`config.mk`:
```
export PLATFORM = sky130hd
export DESIGN_NAME = sym8b10b_encoder
export DESIGN_NICKNAME = d
export VERILOG_FILES = /design/src/rtl/enc8b10b_pkg.sv /design/src/rtl/enc_capture.sv /design/src/rtl/enc_lookup.sv /design/src/rtl/enc_disparity.sv /design/src/rtl/sym8b10b_encoder.sv
export SDC_FILE = /design/constraint.sdc
export NUM_CORES = 1
export LEC_CHECK = 0
export BUFFER_PORTS_ARGS = -buffer_cell sky130_fd_sc_hd__buf_2
export CAP_MARGIN = 20
export CELL_PAD_IN_SITES_DETAIL_PLACEMENT = 2
export CELL_PAD_IN_SITES_GLOBAL_PLACEMENT = 2
export CORE_ASPECT_RATIO = 2
export CORE_MARGIN = 2
export CORE_UTILIZATION = 30
export DETAILED_ROUTE_END_ITERATION = 10
export GPL_TIMING_DRIVEN = 0
export PLACE_DENSITY_LB_ADDON = 0.1
export REMOVE_ABC_BUFFERS = 1
export SYNTH_ARGS = -nofsm -noshare
export SYNTH_HDL_FRONTEND = slang
export SYNTH_SLANG_ARGS = --single-unit
```
`constraint.sdc`:
```
create_clock -name clk -period 4.2 [get_ports clk]
set_input_delay 0 -clock clk [delete_from_list [all_inputs] [get_ports clk]]
set_output_delay 0 -clock clk [all_outputs]
set_load 0.005 [all_outputs]
```
`src/rtl/enc8b10b_pkg.sv`:
```
// Package: shared widths, code tables and stage record for the 8B/10B encoder.
// Assumes: symbols are written {abcdei, fghj}, bit 9 = first line bit.
package enc8b10b_pkg;

    localparam int BYTE_W   = 8;
    localparam int SYM_W    = 10;
    localparam int SIX_W    = 6;
    localparam int FOUR_W   = 4;
    localparam int KSTORE_N = 12;
    localparam int KWORD_W  = SYM_W + 1;

    // Result of the lookup stage, consumed by the disparity stage.
    typedef struct packed {
        logic               is_ctrl;
        logic [SIX_W-1:0]   six;       // negative-disparity form
        logic               six_bal;   // three ones
        logic               six_flip;  // complement when disparity is positive
        logic [FOUR_W-1:0]  four;      // negative-disparity form, primary for y=7
        logic               y_is7;
        logic               y_is3;
        logic               alt_neg;   // x is 17, 18 or 20
        logic               alt_pos;   // x is 11, 13 or 14
        logic [KWORD_W-1:0] kword;     // {balanced, negative-disparity code}
    } look_t;

    // 5-bit to 6-bit code, negative-disparity form.
    function automatic logic [SIX_W-1:0] six_of(input logic [4:0] x);
        case (x)
            5'd0:  six_of = 6'b100111;  5'd1:  six_of = 6'b011101;
            5'd2:  six_of = 6'b101101;  5'd3:  six_of = 6'b110001;
            5'd4:  six_of = 6'b110101;  5'd5:  six_of = 6'b101001;
            5'd6:  six_of = 6'b011001;  5'd7:  six_of = 6'b111000;
            5'd8:  six_of = 6'b111001;  5'd9:  six_of = 6'b100101;
            5'd10: six_of = 6'b010101;  5'd11: six_of = 6'b110100;
            5'd12: six_of = 6'b001101;  5'd13: six_of = 6'b101100;
            5'd14: six_of = 6'b011100;  5'd15: six_of = 6'b010111;
            5'd16: six_of = 6'b011011;  5'd17: six_of = 6'b100011;
            5'd18: six_of = 6'b010011;  5'd19: six_of = 6'b110010;
            5'd20: six_of = 6'b001011;  5'd21: six_of = 6'b101010;
            5'd22: six_of = 6'b011010;  5'd23: six_of = 6'b111010;
            5'd24: six_of = 6'b110011;  5'd25: six_of = 6'b100110;
            5'd26: six_of = 6'b010110;  5'd27: six_of = 6'b110110;
            5'd28: six_of = 6'b001110;  5'd29: six_of = 6'b101110;
            5'd30: six_of = 6'b011110;  default: six_of = 6'b101011;
        endcase
    endfunction

    // 3-bit to 4-bit code, negative-disparity form (primary form for y=7).
    function automatic logic [FOUR_W-1:0] four_of(input logic [2:0] y);
        case (y)
            3'd0: four_of = 4'b1011;  3'd1: four_of = 4'b1001;
            3'd2: four_of = 4'b0101;  3'd3: four_of = 4'b1100;
            3'd4: four_of = 4'b1101;  3'd5: four_of = 4'b1010;
            3'd6: four_of = 4'b0110;  default: four_of = 4'b1110;
        endcase
    endfunction

    // Byte value of each control-store entry.
    function automatic logic [BYTE_W-1:0] kbyte_of(input int idx);
        case (idx)
            0: kbyte_of = 8'h1C;  1: kbyte_of = 8'h3C;  2: kbyte_of = 8'h5C;
            3: kbyte_of = 8'h7C;  4: kbyte_of = 8'h9C;  5: kbyte_of = 8'hBC;
            6: kbyte_of = 8'hDC;  7: kbyte_of = 8'hFC;  8: kbyte_of = 8'hF7;
            9: kbyte_of = 8'hFB; 10: kbyte_of = 8'hFD; default: kbyte_of = 8'hFE;
        endcase
    endfunction

    // Stored word of each control-store entry: {balanced, negative-disparity code}.
    function automatic logic [KWORD_W-1:0] kword_of(input int idx);
        case (idx)
            0: kword_of = {1'b1, 10'h0F4};  1: kword_of = {1'b0, 10'h0F9};
            2: kword_of = {1'b0, 10'h0F5};  3: kword_of = {1'b0, 10'h0F3};
            4: kword_of = {1'b1, 10'h0F2};  5: kword_of = {1'b0, 10'h0FA};
            6: kword_of = {1'b0, 10'h0F6};  7: kword_of = {1'b1, 10'h0F8};
            8: kword_of = {1'b1, 10'h3A8};  9: kword_of = {1'b1, 10'h368};
           10: kword_of = {1'b1, 10'h2E8}; default: kword_of = {1'b1, 10'h1E8};
        endcase
    endfunction

    // True when a 20-bit window holds six or more equal bits in a row.
    function automatic logic run_over5(input logic [2*SYM_W-1:0] w);
        run_over5 = 1'b0;
        for (int i = 0; i <= 2*SYM_W-6; i++) begin
            if (w[i +: 6] == 6'h3F || w[i +: 6] == 6'h00) run_over5 = 1'b1;
        end
    endfunction

endpackage

```
`src/rtl/enc_capture.sv`:
```
// Stage 1: registers the byte and control flag, and marks the stage valid
// from the first cycle after reset. Assumes synchronous active-low reset.
module enc_capture
    import enc8b10b_pkg::*;
(
    input  logic              clk,
    input  logic              rst_n,
    input  logic [BYTE_W-1:0] byte_in,
    input  logic              ctrl_in,
    output logic [BYTE_W-1:0] cap_byte,
    output logic              cap_ctrl,
    output logic              cap_vld
);

    // Capture one input per cycle; clear on reset.
    always_ff @(posedge clk) begin
        if (!rst_n) begin
            cap_byte <= '0;
            cap_ctrl <= 1'b0;
            cap_vld  <= 1'b0;
        end else begin
            cap_byte <= byte_in;
            cap_ctrl <= ctrl_in;
            cap_vld  <= 1'b1;
        end
    end

endmodule

```
`src/rtl/enc_lookup.sv`:
```
// Stage 2: table lookups for the data sub-blocks and the twelve-entry control
// store, matched in parallel. A control byte that hits no entry takes the
// FALLBACK_IDX entry. Assumes the stored bytes are distinct.
module enc_lookup
    import enc8b10b_pkg::*;
#(
    parameter int FALLBACK_IDX = 5
) (
    input  logic              clk,
    input  logic              rst_n,
    input  logic [BYTE_W-1:0] cap_byte,
    input  logic              cap_ctrl,
    input  logic              cap_vld,
    output look_t             look_q,
    output logic              look_vld
);

    logic [KSTORE_N-1:0] hit;
    logic [KWORD_W-1:0]  kw;
    look_t               look_d;
    logic [4:0]          x_val;
    logic [2:0]          y_val;

    assign x_val = cap_byte[4:0];
    assign y_val = cap_byte[7:5];

    // One comparator per control-store entry.
    for (genvar gi = 0; gi < KSTORE_N; gi++) begin : g_kmatch
        assign hit[gi] = (cap_byte == kbyte_of(gi));
    end

    // Pick the matching control word, else the fallback entry.
    always_comb begin
        kw = kword_of(FALLBACK_IDX);
        for (int i = 0; i < KSTORE_N; i++) begin
            if (hit[i]) kw = kword_of(i);
        end
    end

    // Assemble the lookup record for the disparity stage.
    always_comb begin
        look_d.is_ctrl  = cap_ctrl;
        look_d.six      = six_of(x_val);
        look_d.six_bal  = ($countones(six_of(x_val)) == 3);
        look_d.six_flip = ($countones(six_of(x_val)) != 3) || (x_val == 5'd7);
        look_d.four     = four_of(y_val);
        look_d.y_is7    = (y_val == 3'd7);
        look_d.y_is3    = (y_val == 3'd3);
        look_d.alt_neg  = (x_val inside {5'd17, 5'd18, 5'd20});
        look_d.alt_pos  = (x_val inside {5'd11, 5'd13, 5'd14});
        look_d.kword    = kw;
    end

    // Register the lookup record and its valid bit.
    always_ff @(posedge clk) begin
        if (!rst_n) begin
            look_q   <= '0;
            look_vld <= 1'b0;
        end else begin
            look_q   <= look_d;
            look_vld <= cap_vld;
        end
    end

    // the balanced flag of a selected control word matches its weight.
    p_kword_balance_r9: assert property (@(posedge clk) disable iff (!rst_n)
        (cap_vld && cap_ctrl) |=>
        (look_q.kword[KWORD_W-1] == ($countones(look_q.kword[SYM_W-1:0]) == 5)));

endmodule

```
`src/rtl/enc_disparity.sv`:
```
// Stage 3: holds running disparity, picks sub-block polarity and the
// alternate 4-bit form, selects data or control, registers the symbol.
// Assumes disparity is negative after reset; output is 0 until valid.
module enc_disparity
    import enc8b10b_pkg::*;
(
    input  logic             clk,
    input  logic             rst_n,
    input  look_t            look,
    input  logic             look_vld,
    output logic [SYM_W-1:0] sym_q
);

    localparam logic [FOUR_W-1:0] ALT7 = 4'b0111;

    logic              rd_q;      // 1 = positive running disparity
    logic              vld_q;
    logic              rd6;
    logic              use_alt;
    logic              four_bal;
    logic [SIX_W-1:0]  six_sel;
    logic [FOUR_W-1:0] four_m;
    logic [FOUR_W-1:0] four_sel;
    logic [SYM_W-1:0]  nxt_sym;
    logic              nxt_rd;

    // Resolve polarity of both sub-blocks and the control word.
    always_comb begin
        six_sel  = (rd_q && look.six_flip) ? ~look.six : look.six;
        rd6      = rd_q ^ !look.six_bal;
        use_alt  = look.y_is7 && (rd6 ? look.alt_pos : look.alt_neg);
        four_m   = use_alt ? ALT7 : look.four;
        four_bal = ($countones(four_m) == 2);
        four_sel = (rd6 && (!four_bal || look.y_is3)) ? ~four_m : four_m;
        if (look.is_ctrl) begin
            nxt_sym = rd_q ? ~look.kword[SYM_W-1:0] : look.kword[SYM_W-1:0];
            nxt_rd  = look.kword[KWORD_W-1] ? rd_q : !rd_q;
        end else begin
            nxt_sym = {six_sel, four_sel};
            nxt_rd  = rd6 ^ !four_bal;
        end
    end

    // Register symbol and disparity when the lookup stage holds a byte.
    always_ff @(posedge clk) begin
        if (!rst_n) begin
            sym_q <= '0;
            rd_q  <= 1'b0;
            vld_q <= 1'b0;
        end else if (look_vld) begin
            sym_q <= nxt_sym;
            rd_q  <= nxt_rd;
            vld_q <= 1'b1;
        end
    end

    // quiet output and negative disparity until the first symbol.
    p_fill_quiet_r1: assert property (@(posedge clk) disable iff (!rst_n)
        !vld_q |-> (sym_q == '0 && !rd_q));

    // symbol weight stays within 4..6 ones.
    p_weight_r11: assert property (@(posedge clk) disable iff (!rst_n)
        vld_q |-> ($countones(sym_q) >= 4 && $countones(sym_q) <= 6));

    // negative disparity is never followed by a light symbol.
    p_after_neg_r11: assert property (@(posedge clk) disable iff (!rst_n)
        (look_vld && !rd_q) |=> ($countones(sym_q) >= 5));

    // positive disparity is never followed by a heavy symbol.
    p_after_pos_r11: assert property (@(posedge clk) disable iff (!rst_n)
        (look_vld && rd_q) |=> ($countones(sym_q) <= 5));

    // disparity flips exactly when the emitted symbol is unbalanced.
    p_rd_track_r7: assert property (@(posedge clk) disable iff (!rst_n)
        look_vld |=> (rd_q == ($past(rd_q) ^ ($countones(sym_q) != 5))));

    // alternate form under negative disparity for x = 17, 18, 20.
    p_alt_neg_r6: assert property (@(posedge clk) disable iff (!rst_n)
        (look_vld && !look.is_ctrl && look.y_is7 && look.alt_neg && !rd_q)
        |=> (sym_q[FOUR_W-1:0] == 4'b0111));

    // alternate form under positive disparity for x = 11, 13, 14.
    p_alt_pos_r6: assert property (@(posedge clk) disable iff (!rst_n)
        (look_vld && !look.is_ctrl && look.y_is7 && look.alt_pos && rd_q)
        |=> (sym_q[FOUR_W-1:0] == 4'b1000));

    // no run above five across two consecutive symbols.
    p_run_limit_r12: assert property (@(posedge clk) disable iff (!rst_n)
        (vld_q && $past(vld_q)) |-> !run_over5({$past(sym_q), sym_q}));

endmodule

```
`src/rtl/sym8b10b_encoder.sv`:
```
// Top: three-stage 8B/10B encoder (capture, lookup, disparity/output).
// Assumes one input per cycle from the first cycle after reset release.
module sym8b10b_encoder
    import enc8b10b_pkg::*;
#(
    parameter int FALLBACK_IDX = 5
) (
    input  logic        clk,
    input  logic        rst_n,
    input  logic [7:0]  byte_in,
    input  logic        ctrl_in,
    output logic [9:0]  sym_out
);

    logic [BYTE_W-1:0] cap_byte;
    logic              cap_ctrl;
    logic              cap_vld;
    look_t             look_q;
    logic              look_vld;

    enc_capture u_capture (
        .clk      (clk),
        .rst_n    (rst_n),
        .byte_in  (byte_in),
        .ctrl_in  (ctrl_in),
        .cap_byte (cap_byte),
        .cap_ctrl (cap_ctrl),
        .cap_vld  (cap_vld)
    );

    enc_lookup #(.FALLBACK_IDX(FALLBACK_IDX)) u_lookup (
        .clk      (clk),
        .rst_n    (rst_n),
        .cap_byte (cap_byte),
        .cap_ctrl (cap_ctrl),
        .cap_vld  (cap_vld),
        .look_q   (look_q),
        .look_vld (look_vld)
    );

    enc_disparity u_disparity (
        .clk      (clk),
        .rst_n    (rst_n),
        .look     (look_q),
        .look_vld (look_vld),
        .sym_q    (sym_out)
    );

endmodule

```
==> qor.txt <==
status -> finished, final reports clean
Post-route DRC -> 0
slowest stage delay, CP -> 0.64 ns
CTS Sinks -> 56
setup slack, reg-to-reg -> 0.19 ns
Max H-tree Level -> 2
first-pass GRT wire length -> 14.21 mm
I/O pin count -> 21
post-layout util -> 34.70%
Post-synth EDFFs -> 0
total wire length -> 8.758 mm
Worst slew margin -> 39.77%
ANT nets after route -> 0
post-synthesis cell count -> 346
final setup fails -> 0
Overflow after GRT -> 0
Final Cycle Share -> 95.44%
CTS max path bufs -> 2
CP Capture Type -> flip-flop
wire length per cell -> 18.06 microns
Final HPWL DP -> 6.667 mm
Finished Cell Area -> 3388 sq um
worst hold path depth -> 3
mean post-synth cell area -> 8.722 sq um
Worst setup endpoint -> u_disparity.sym_q[2]$_SDFFE_PN0P_
clock root buffer -> clkbuf_16
Slew Limit Fails -> 0
CP Max Fanout -> 21
detailed-router iteration count before antenna repair -> 4
Peak VDD IR -> 0.0001930 V
RSZ-0062 raised after global routing -> no
crit-path cells -> xnor2_4 > nor2_1 > or3_1 > ha_1 > ha_1 > fa_1 > or4b_4 > and2_4 > o41ai_1 > a211oi_1
CP Data Arrival Time -> 4.17 ns
CTS tree -> done
die height -> 145.8 microns
share of cells above drive strength 1 -> 10.48%
Unique masters post-synth -> 55
core area -> 9763 sq um
nets@finish -> 386
CP required -> 4.36 ns
fin crit period -> 4.009 ns
DIE AREA -> 10930 sq um
CTS clk-pin slew, worst paths -> 0.07 ns
Max-Cap Viols -> 0
dpl cells -> 473
Setup crit start -> u_disparity.rd_q$_SDFFE_PN0P_
critical path type -> flip-flop to flip-flop
TritonCTS buffer count -> 5
Reg2Reg Depth -> 10
Fin Hold WS -> 0.06795 ns
slowest cell on the critical path -> dfxtp_2
Ys Warns -> 0
measured slew at the worst slew-check pin -> 0.9022 ns
Fin Setup TNS -> 0 ns
post-synthesis sequential area ratio -> 37.15%
cell row count -> 51
DR iter-0 viols -> 91
fmax -> 249.5 MHz
chip width -> 74.92 microns
Non-Filler Instances -> 485
port bufs -> 20
pwr dens -> 382.4 nW/um^2
ys flop type -> dfxtp_1
Initial Util -> 30.91%
clock latency on the worst-skew pair -> 0.30 ns
placed cell area -> 3189 sq um
Post-synth ARST share -> 0%
vias per cell -> 5.210
Tot GR Track Use -> 17.27%
CP startpoint kind -> flip-flop
Post-Syn Area -> 3018 sq um
Seq cells post-synth -> 56
crit-path most repeated cell -> ha_1
GPL Wtd Cong -> 0.7581
number of global-route vias before repair -> 2776
worst r2r src -> u_disparity.rd_q$_SDFFE_PN0P_
Hold Path Class -> input port to flip-flop
initial antenna violation count -> 0
Final Hold Vio Count -> 0
Setup Skew -> 0.004373 ns
reg2reg end -> u_disparity.sym_q[2]$_SDFFE_PN0P_
largest net degree at the start of global routing -> 38
via count -> 2527
number of setup buffers added after CTS -> 0
Synth-to-Final Area Change -> 12.27%
Antenna diodes -> 0
P_leak -> 0.001394 uW
[worst min path at each step]
stage / startpoint / end / slack, ns
floorplan: rst_n / u_capture.cap_vld$_DFF_P_ / 0.03
global placement: ctrl_in / u_capture.cap_ctrl$_SDFF_PN0_ / 0.21
detailed placement: byte_in[7] / u_capture.cap_byte[7]$_SDFF_PN0_ / 0.22
CTS: byte_in[0] / u_capture.cap_byte[0]$_SDFF_PN0_ / 0.07
global route: byte_in[4] / flip-flop / 0.09
finish: byte_in[0] / u_capture.cap_byte[0]$_SDFF_PN0_ / 0.07
[repair_timing]
action	4_1_cts	5_1_grt
hold endpoints to repair	4	0
hold buffers	4	0
endpoints found under the setup margin	4	3
gates resized for setup	1	1
[final cells by class]
type / instances / area [sq um]
Clock inverter: 3 / 21.27
Sequential cell: 56 / 1122
Tap cell: 132 / 165.2
Multi-Input combinational cell: 244 / 1735
Timing Repair Buffer: 24 / 140.1
Fill cell: 1130 / 6375
Inverter: 21 / 78.83
Clock buffer: 5 / 125.1
[kinds of logic after synthesis]
family	share of synthesized area (%)
mux	5.473
flops	37.15
simple gates	17.33
xor+xnor	2.280
buf+inv	5.722
compound gates	21.44
fa+ha+maj	10.61
[where the power goes]
group	internal (uW)	leakage, uW	total (uW)	switching, uW
registers	568	0.000465	613	44.9
logic	116	0.000859	256	141
clock network	223	0.0000702	426	204
[metal layers]
metal	wire, microns	vias up	track usage [%]
li1	-	1246	-
met1	2893	1253	15.66
met2	5613	21	36.10
met3	121	7	2.285
met4	130	0	4.643
met5	0	-	0
[placed cells by master, fill, tap and decap left out, types with 4 or more instances in the layout]
cell type | netlist | routed
nor2_1 | 27 | 27
a21oi_1 | 25 | 25
o211ai_1 | 6 | 6
dlygate4sd3_1 | 0 | 4
ha_1 | 20 | 20
and2_1 | 11 | 11
nor3_1 | 7 | 7
nand2b_1 | 6 | 6
inv_1 | 21 | 21
o21ai_0 | 16 | 16
nand2_1 | 19 | 19
dfxtp_1 | 56 | 55
a31oi_1 | 7 | 7
nor2b_1 | 4 | 4
a221oi_1 | 5 | 5
mux2_2 | 4 | 4
a211oi_1 | 4 | 4
o21a_1 | 5 | 5
mux2i_1 | 12 | 12
buf_2 | 0 | 20
clkbuf_16 | 0 | 5
xor2_1 | 5 | 5
o221ai_1 | 6 | 6
[cell usage after synthesis (5+ instances only)]
cell / number / area [sq um]
mux2i_1: 12 / 120.1
inv_1: 21 / 78.83
nor3_1: 7 / 35.03
a31oi_1: 7 / 43.79
nor2_1: 27 / 101.4
nand2b_1: 6 / 37.54
ha_1: 20 / 250.2
a221oi_1: 5 / 43.79
o21a_1: 5 / 37.54
xor2_1: 5 / 43.79
clkbuf_1: 22 / 82.58
o211ai_1: 6 / 45.04
o21ai_0: 16 / 80.08
nand2_1: 19 / 71.32
dfxtp_1: 56 / 1121
o221ai_1: 6 / 52.55
and2_1: 11 / 68.82
a21oi_1: 25 / 125.1
[worst max-delay path: cells and delay by family (launching register included)]
kind,cells,cell delay (ns)
adders and majority gates,3,1.04
AOI/OAI and AO/OA,2,0.68
and+or+nand+nor,4,1.28
DFF,1,0.64
xor gates and xnor gates,1,0.22
[through the flow]
stage                     setup slack, ns  total power [uW]
after CTS                         0.08976              1317
after global placement            -0.1157             871.2
after floorplan                    0.4942             780.5
after detailed placement          -0.1712             882.9
final                              0.1915              1296
after global routing             0.005176              1373
(Power assumes the default switching activity.)
